===== src/rtl/bsdp_pkg.sv =====
package bsdp_pkg;
  typedef enum logic [1:0] {
    MODE_BIN = 2'd0,
    MODE_TER = 2'd1,
    MODE_MIX = 2'd2,
    MODE_RSV = 2'd3
  } mode_e;
endpackage


===== src/rtl/bsdp_combine.sv =====
module bsdp_combine
  import bsdp_pkg::*;
#(
  parameter int WORD_W = 32
) (
  input  mode_e             mode_i,
  input  logic [WORD_W-1:0] op_a_i,
  input  logic [WORD_W-1:0] op_b_i,
  input  logic [WORD_W-1:0] mask_i,
  output logic [WORD_W-1:0] word_o
);
  always_comb begin
    unique case (mode_i)
      MODE_BIN: word_o = ~(op_a_i ^ op_b_i);
      MODE_TER: word_o = mask_i & (op_a_i ^ op_b_i);
      MODE_MIX: word_o = op_a_i & op_b_i;
      default:  word_o = '0;
    endcase
  end
endmodule


===== src/rtl/bsdp_popcount.sv =====
module bsdp_popcount #(
  parameter int WORD_W = 32,
  localparam int PC_W  = $clog2(WORD_W + 1)
) (
  input  logic [WORD_W-1:0] word_i,
  output logic [PC_W-1:0]   count_o
);
  always_comb begin
    count_o = '0;
    for (int i = 0; i < WORD_W; i++) begin
      count_o = count_o + PC_W'(word_i[i]);
    end
  end
endmodule


===== src/rtl/bsdp_scale.sv =====
module bsdp_scale
  import bsdp_pkg::*;
#(
  parameter int WORD_W = 32,
  parameter int ACC_W  = 32,
  parameter int IDX_W  = 3,
  localparam int PC_W  = $clog2(WORD_W + 1)
) (
  input  logic             clk_i,
  input  logic             rst_ni,
  input  mode_e            mode_i,
  input  logic [PC_W-1:0]  pc_main_i,
  input  logic [PC_W-1:0]  pc_mask_i,
  input  logic [IDX_W-1:0] wplane_i,
  input  logic [IDX_W-1:0] aplane_i,
  input  logic             wneg_i,
  input  logic             aneg_i,
  output logic [ACC_W-1:0] term_o
);
  localparam logic [ACC_W-1:0] WORD_C = ACC_W'(WORD_W);

  logic [IDX_W:0]   sh_amt;
  logic [ACC_W-1:0] main_ext, mask_ext, mag;

  assign sh_amt   = {1'b0, wplane_i} + {1'b0, aplane_i};
  assign main_ext = ACC_W'(pc_main_i);
  assign mask_ext = ACC_W'(pc_mask_i);
  assign mag      = main_ext << sh_amt;

  always_comb begin
    unique case (mode_i)
      MODE_BIN: term_o = (main_ext << 1) - WORD_C;
      MODE_TER: term_o = mask_ext - (main_ext << 1);
      MODE_MIX: term_o = (wneg_i ^ aneg_i) ? ('0 - mag) : mag;
      default:  term_o = '0;
    endcase
  end

  AST_BIN_RANGE: assert property (@(posedge clk_i) disable iff (!rst_ni)
    (mode_i == MODE_BIN) |-> ($signed(term_o) >= -WORD_W && $signed(term_o) <= WORD_W));
  AST_TER_RANGE: assert property (@(posedge clk_i) disable iff (!rst_ni)
    (mode_i == MODE_TER) |-> ($signed(term_o) >= -WORD_W && $signed(term_o) <= WORD_W));
endmodule


===== src/rtl/bsdp_unit.sv =====
module bsdp_unit
  import bsdp_pkg::*;
#(
  parameter int WORD_W = 32,
  parameter int ACC_W  = 32,
  parameter int IDX_W  = 3
) (
  input  logic             clk_i,
  input  logic             rst_ni,
  input  logic             clear_i,
  input  logic             valid_i,
  input  logic             last_i,
  input  logic [1:0]       mode_i,
  input  logic [WORD_W-1:0] op_a_i,
  input  logic [WORD_W-1:0] op_b_i,
  input  logic [WORD_W-1:0] mask_i,
  input  logic [IDX_W-1:0] wplane_i,
  input  logic [IDX_W-1:0] aplane_i,
  input  logic             wneg_i,
  input  logic             aneg_i,
  output logic [ACC_W-1:0] acc_o,
  output logic             done_o
);
  localparam int PC_W = $clog2(WORD_W + 1);

  mode_e             mode;
  logic [WORD_W-1:0] comb_word;
  logic [PC_W-1:0]   pc_main, pc_mask;
  logic [ACC_W-1:0]  term, acc_q;
  logic              done_q;

  assign mode = mode_e'(mode_i);

  bsdp_combine #(.WORD_W(WORD_W)) u_combine (
    .mode_i (mode),
    .op_a_i (op_a_i),
    .op_b_i (op_b_i),
    .mask_i (mask_i),
    .word_o (comb_word)
  );

  bsdp_popcount #(.WORD_W(WORD_W)) u_pc_main (
    .word_i  (comb_word),
    .count_o (pc_main)
  );

  bsdp_popcount #(.WORD_W(WORD_W)) u_pc_mask (
    .word_i  (mask_i),
    .count_o (pc_mask)
  );

  bsdp_scale #(.WORD_W(WORD_W), .ACC_W(ACC_W), .IDX_W(IDX_W)) u_scale (
    .clk_i     (clk_i),
    .rst_ni    (rst_ni),
    .mode_i    (mode),
    .pc_main_i (pc_main),
    .pc_mask_i (pc_mask),
    .wplane_i  (wplane_i),
    .aplane_i  (aplane_i),
    .wneg_i    (wneg_i),
    .aneg_i    (aneg_i),
    .term_o    (term)
  );

  always_ff @(posedge clk_i or negedge rst_ni) begin
    if (!rst_ni) begin
      acc_q  <= '0;
      done_q <= 1'b0;
    end else begin
      done_q <= valid_i & last_i & ~clear_i;
      if (clear_i)      acc_q <= '0;
      else if (valid_i) acc_q <= acc_q + term;  // wraps
    end
  end

  assign acc_o  = acc_q;
  assign done_o = done_q;

  AST_CLEAR_ZERO: assert property (@(posedge clk_i) disable iff (!rst_ni)
    clear_i |=> (acc_o == '0));
  AST_IDLE_HOLD: assert property (@(posedge clk_i) disable iff (!rst_ni)
    (!clear_i && !valid_i) |=> $stable(acc_o));
  AST_DONE_AFTER_LAST: assert property (@(posedge clk_i) disable iff (!rst_ni)
    done_o |-> $past(valid_i && last_i && !clear_i));
  AST_RESERVED_NOP: assert property (@(posedge clk_i) disable iff (!rst_ni)
    (valid_i && !clear_i && mode_i == 2'd3) |=> $stable(acc_o));
endmodule


===== config.mk =====
export PLATFORM = sky130hd
export DESIGN_NAME = bsdp_unit
export DESIGN_NICKNAME = d
export VERILOG_FILES = /design/src/rtl/bsdp_pkg.sv /design/src/rtl/bsdp_combine.sv /design/src/rtl/bsdp_popcount.sv /design/src/rtl/bsdp_scale.sv /design/src/rtl/bsdp_unit.sv
export SDC_FILE = /design/constraint.sdc
export NUM_CORES = 1
export LEC_CHECK = 0
export ABC_CLOCK_PERIOD_IN_PS = 4390
export BUFFER_PORTS_ARGS = -buffer_cell sky130_fd_sc_hd__buf_4
export CORE_MARGIN = 10
export CORE_UTILIZATION = 30
export CTS_CLUSTER_SIZE = 25
export DETAILED_ROUTE_END_ITERATION = 10
export MAX_ROUTING_LAYER = met4
export PLACE_DENSITY_LB_ADDON = 0.2
export SKIP_LAST_GASP = 1
export SLEW_MARGIN = 40
export SYNTH_ARGS = -nofsm -noshare
export SYNTH_HDL_FRONTEND = slang
export SYNTH_SLANG_ARGS = --single-unit

===== constraint.sdc =====
create_clock -name clk_i -period 4.39 [get_ports clk_i]
set_input_delay 0.2195 -clock clk_i [delete_from_list [all_inputs] [get_ports clk_i]]
set_output_delay 0.2195 -clock clk_i [all_outputs]
set_load 0.01 [all_outputs]

==> impl_results.md, run 1 <==
- Cell Area, Placed: 10820 um^2
- Gr usage total: 0.1558
- Number of flops mapped to enable cells by yosys: 0
- TNS Setup: -119470 ps
- Largest cells by area after synthesis: ha_1 15%, fa_1 14%, dfrtp_1 11%
- CTS tree: built
- Synthesized area: 7525 um^2
- Hold Path End: done_o
- Worst skew pair latency: 280 ps
- Number of I/O port buffers: 143
- Die width: 178.4 um
- First-pass GRT wire length: 40440 um
- Antenna cells: 0
- GPL Wtd Cong: 0.8542
- Detailed Route WL: 25250 um
- Layout Nets: 1553
- Clock root buffer: clkbuf_16
- Hold_sp: last_i
- Synth-to-layout area growth: 60.18%
- Distinct cells, synth: 87
- Top Ports: 144
- Hold crit path type: in2reg
- Crit. End Element: flip-flop
- Dpl hpwl: 20540 um
- CP Data Arrival Time: 9220 ps
- Vias in the first global route: 8214
- Startpoint types: input pin
- Avg WL per Cell: 15.51 um
- Critical Path Max Stage Delay: 610 ps
- Core Region: 24530 um^2
- Register area share after synthesis: 0.1097
- Clock tree buffer depth: 2
- Slowest-stage cell, CP: fa_1
- Kind of critical path: in2reg
- Share of the synthesized area in the top cell type: 0.1463
- Initial antenna violation count: 0
- Violated checks: negative setup slack
- Yosys top cell by area: ha_1
- Vias: 8065
- R2R Path Start: acc_o[0]
- Mapped Cells: 929
- Worst-margin pin slew: 497.8 ps
- Crit path top cell by count: fa_1
- Initial Util: 0.3067
- Max-slew violation count: 0
- Register bit total from synthesis: 33
- Die area: 31820 um^2
- Synth cell count leaders: 105 x a21oi_1, 88 x ha_1, 85 x inv_1
- Clock H-tree levels: 2
- Reg2reg setup slack: 1300 ps
- Avg Cell Area, Syn: 8.100 um^2
- Post-route cell area: 12050 um^2
- Residual DRC count: 0
- DR pass1 iterations: 5
- Final Hold Viols: 0
- Setup WS post-layout: -4664 ps
- Slew HR: 0.6681
- Place WS: -5215 ps
- CTS buffer count: 5
- Reg2Reg Depth: 12
- WHS Path Cells: 2
- Synth Warn #: 0
- Clock sink count: 33
- FF-to-FF End: acc_o[30]
- Largest net degree at the start of global routing: 34
- Post-layout minimum cycle time: 9054 ps
- RSZ-0062 raised after global routing: yes
- Clk_skew: 3.725 ps
- Via density: 4.954
- Max-capacitance violation count: 0
- Final setup viols: 32
- Asr flop ratio synth: 1.000
- Global route total overflow: 0
- Data required, critical path: 4550 ps
- Tcrit/Tclk final: 2.062
- Layout cell share with drive strength beyond 1: 0.4724
- Syn Nets: 1179
- Post-route ant nets: 0
- Outcome: finished, violations left
- Worst-path maximum fanout: 4
- Vert. Die Dim: 178.4 um
- Final design utilization: 0.4913
- Fmax: 110.4 MHz
- Top_reg_cell synth: dfrtp_1
- DR iter-0 viols: 304
- Row cnt: 57
- Clock slew at reported path FFs: 50 ps
- Cell with the most instances after synthesis: a21oi_1
-- logic make-up after synthesis --
group / share of synthesized area
simple gates: 0.1769
compound gates: 0.2551
xor+xnor: 0.06369
buf+inv: 0.06818
flops: 0.1097
mux: 0.04306
fa+ha+maj: 0.2833
-- through the flow --
| stage | instances | hold slack [ps] |
|---|---|---|
| finish | 1628 | 145.7 |
| global route | 1628 | 164.5 |
| CTS | 1620 | 143.5 |
| detailed placement | 1595 | 208.9 |
| global placement | 1595 | 200.5 |
| floorplan | 929 | -76.09 |
-- sequential cells by signal (all words and copies together) (netlist names) --
register	flops
acc_o	32
done_o	1
-- repair_timing --
item | in CTS | in global routing
hold buffers | 1 | 0
pin swaps | 77 | 66
buffers inserted | 19 | 15
endpoints found under the hold margin | 33 | 0
resized for setup | 113 | 70
gates cloned | 1 | 0
setup endpoints to repair | 32 | 32
-- per-layer routing --
layer / up-vias / wire [um] / GRT usage
met5: - / 0 / -
met4: 0 / 303 / 0.02618
met3: 23 / 910 / 0.01712
li1: 4042 / - / -
met2: 136 / 12410 / 0.2562
met1: 3864 / 11620 / 0.2050
-- layout make-up --
class                      instances  area [um^2]
timing repair buffer             412         3303
clock buffer                       8        136.4
tap                              324        405.4
sequential                        33        825.8
inverter                          87        331.6
multi-input combinational        764         7051
fill                            2372        12480
-- layout by cell type, fill, tap and decap left out, types with 5 or more instances in the layout --
cell and n:
clkbuf_16 5, fa_1 48, o21ai_1 13, nor3_1 10
a21oi_4 8, nor2b_1 6, or2_4 15, nor2_2 6
xnor2_1 30, a211oi_1 6, o21ai_0 44, dfrtp_1 33
a21oi_1 61, buf_6 30, o21ai_2 10, inv_1 83
o21a_1 8, buf_12 6, ha_1 69, or2_2 17
buf_4 374, nand2_1 37, ha_4 17, o211ai_1 5
xor2_1 21, and2_1 6, and3_1 6, nand3_1 45
nor2_1 63, a21oi_2 39, nand2b_1 10, nor3_4 5
mux2i_1 22, a21o_1 15
-- worst max-delay path: cells and delay by family --
kind	cells	cell delay (ps)
adders and majority gates	10	4300
AOI/OAI and AO/OA	12	2090
and+or+nand+nor	7	1470
muxes	2	470
buffers and inverters	3	460
xor gates and xnor gates	1	190
-- how the worst max path moves through the flow --
stage                           from   endpoint  slack [ps]
final                     op_a_i[10]  acc_o[31]       -4660
after global routing      op_a_i[12]  acc_o[31]       -4960
after CTS                 op_b_i[14]  acc_o[31]       -4650
after detailed placement  op_a_i[12]  acc_o[31]       -5220
after global placement    op_a_i[12]  acc_o[31]       -5120
after floorplan            mode_i[1]  acc_o[31]       -4600
Power of run 1 is not shown: default switching activity piles up to over one toggle a cycle in this logic, so the estimate is an artifact.
==> run 2: changes to the inputs <==
Settings changed: ABC_CLOCK_PERIOD_IN_PS 4390 to 11200, PLACE_DENSITY from default to 0.57, PLACE_DENSITY_LB_ADDON 0.2 to default.
Clock period 4.39 ns to 11.2 ns, I/O delays scaled along.
==> impl_results.md, run 2 (synthesis results as in run 1) <==
- CP Data Arrival Time: 10600 ps (+1380 ps)
- Number of I/O port buffers: 143 (unchanged)
- Commonest non-fill, non-tap cell in the layout: buf_4
- Post-route ant nets: 0 (unchanged)
- Hold crit path type: in2async
- Setup Buffers After CTS: 0 (-19)
- Die width: 178.4 um (unchanged)
- Tcrit/Tclk final: 0.9319
- Max-capacitance violation count: 0 (unchanged)
- Startpoint types: input pin
- Post-layout minimum cycle time: 10440 ps
- First-pass GRT wire length: 35150 um (-13%)
- Setup crit start: op_a_i[0]
- Crit. End Element: flip-flop
- Detailed Route WL: 21320 um (-16%)
- Die area: 31820 um^2 (unchanged)
- R2R Path Start: acc_o[0]
- Final Hold Viols: 0 (unchanged)
- Data required, critical path: 11370 ps (+6820 ps)
- Clock tree buffer depth: 2 (unchanged)
- Layout cell share with drive strength beyond 1: 0.2320 (-0.2404)
- Max FFs per register: 32 (unchanged)
- Clock sink count: 33 (unchanged)
- Clock slew at reported path FFs: 60 ps (about the same)
- DR iter-0 viols: 372 (+22%)
- Initial Util: 0.3067 (unchanged)
- DP Cell Count: 1359 (-15%)
- Outcome: complete, no violations
- DR pass1 iterations: 6 (+1)
- Footprint of the multi-input gates: 6223 um^2 (-12%)
- Slew HR: 0.4515 (-0.2166)
- GPL Wtd Cong: 0.8653 (+1.3%)
- Core Region: 24530 um^2 (unchanged)
- Vias: 6913 (-14%)
- Layout Nets: 1292 (-17%)
- FILL cells: 2596 (+9.4%)
- Hold slack: 209.6 ps (+63.83 ps)
- Via density: 5.057 (+2.1%)
- Final cell count without fillers: 1367 (-16%)
- Most frequent cells in the layout: 150 x buf_4, 105 x a21oi_1, 88 x ha_1, 85 x inv_1, 66 x nor2_1
- TNS Setup: 0 ps (+119470 ps)
- Worst-path maximum fanout: 10 (+6)
- Vias in the first global route: 7049 (-14%)
- RSZ-0062 raised after global routing: no
- Fmax: 95.81 MHz
- Dpl hpwl: 17990 um (-12%)
- Max-slew violation count: 0 (unchanged)
- Residual DRC count: 0 (unchanged)
- Crit path top cell by count: fa_1
- Antenna cells: 0 (unchanged)
- Kind of critical path: in2reg
- Gr usage total: 0.1356 (-0.02018)
- Initial antenna violation count: 0 (unchanged)
- Slowest-stage cell, CP: fa_1
- Clock root buffer: clkbuf_16
- Worst skew pair latency: 280 ps (about the same)
- CTS tree: built
- Global route total overflow: 0 (unchanged)
- Largest net degree at the start of global routing: 44 (+29%)
- CTS buffer count: 5 (unchanged)
- Vert. Die Dim: 178.4 um (unchanged)
- Avg WL per Cell: 15.60 um (+0.57%)
- Final setup viols: 0 (-100%)
- Clock H-tree levels: 2 (unchanged)
- Synth-to-layout area growth: 21.08%
- Worst-margin pin slew: 817.8 ps (+320.0 ps)
- Sequential standard cell area: 825.8 um^2 (unchanged)
- Top Ports: 144 (unchanged)
- Clk_skew: 7.512 ps (+3.787 ps)
- Row cnt: 57 (unchanged)
- Critical Path Max Stage Delay: 530 ps (-80 ps)
-- run 2: final timing paths --
kind	end	slack, ps	depth (start not counted)
worst max-delay path	acc_o[31]	760	36
worst min-delay path	acc_o[31]	210	1
worst max register to register	acc_o[28]	7870	12
worst min register to register	acc_o[26]	530	2
max in group asynchronous	acc_o[13]	10660	1
min in group clk_i	done_o	490	2
-- run 2: layer usage --
layer / GRT usage / vias to the layer above / share of wire
met5: - / - / 0
met4: 0.02170 / 0 / 0.013
met3: 0.01882 / 20 / 0.040
met2: 0.2109 / 180 / 0.46
met1: 0.1862 / 3206 / 0.49
li1: - / 3507 / -
-- run 2: cell type report --
cell class,instances,area share
clock buffer,5,0.01373
clock inverter,3,0.007141
inverter,87,0.03612
multi-input combinational,764,0.6831
sequential,33,0.09063
tap,324,0.04449
timing repair buffer,151,0.1248
-- run 2: timing repair --
action | 4_1_cts | 5_1_grt
resized for setup | 0 | 3
endpoints found under the setup margin | 0 | 1
hold buffers | 0 | 0
-- run 2: worst max-delay path, delay by kind of cell --
family | cells | cell delay (ps)
AOI/OAI and AO/OA | 14 | 2740
adders and majority gates | 11 | 5030
buffers and inverters | 2 | 160
muxes | 3 | 720
and+or+nand+nor | 6 | 1390
-- run 2: stage by stage --
step	cell area [um^2]	util	worst slack (ps)
after global routing	9111	0.3714	36.54
final	9111	0.3714	762.5
after CTS	9099	0.3709	671.7
after global placement	8882	0.3620	544.6
after floorplan	7525	-	956.3
after detailed placement	8909	0.3631	406.9
Power of run 2 is left out for the same reason.
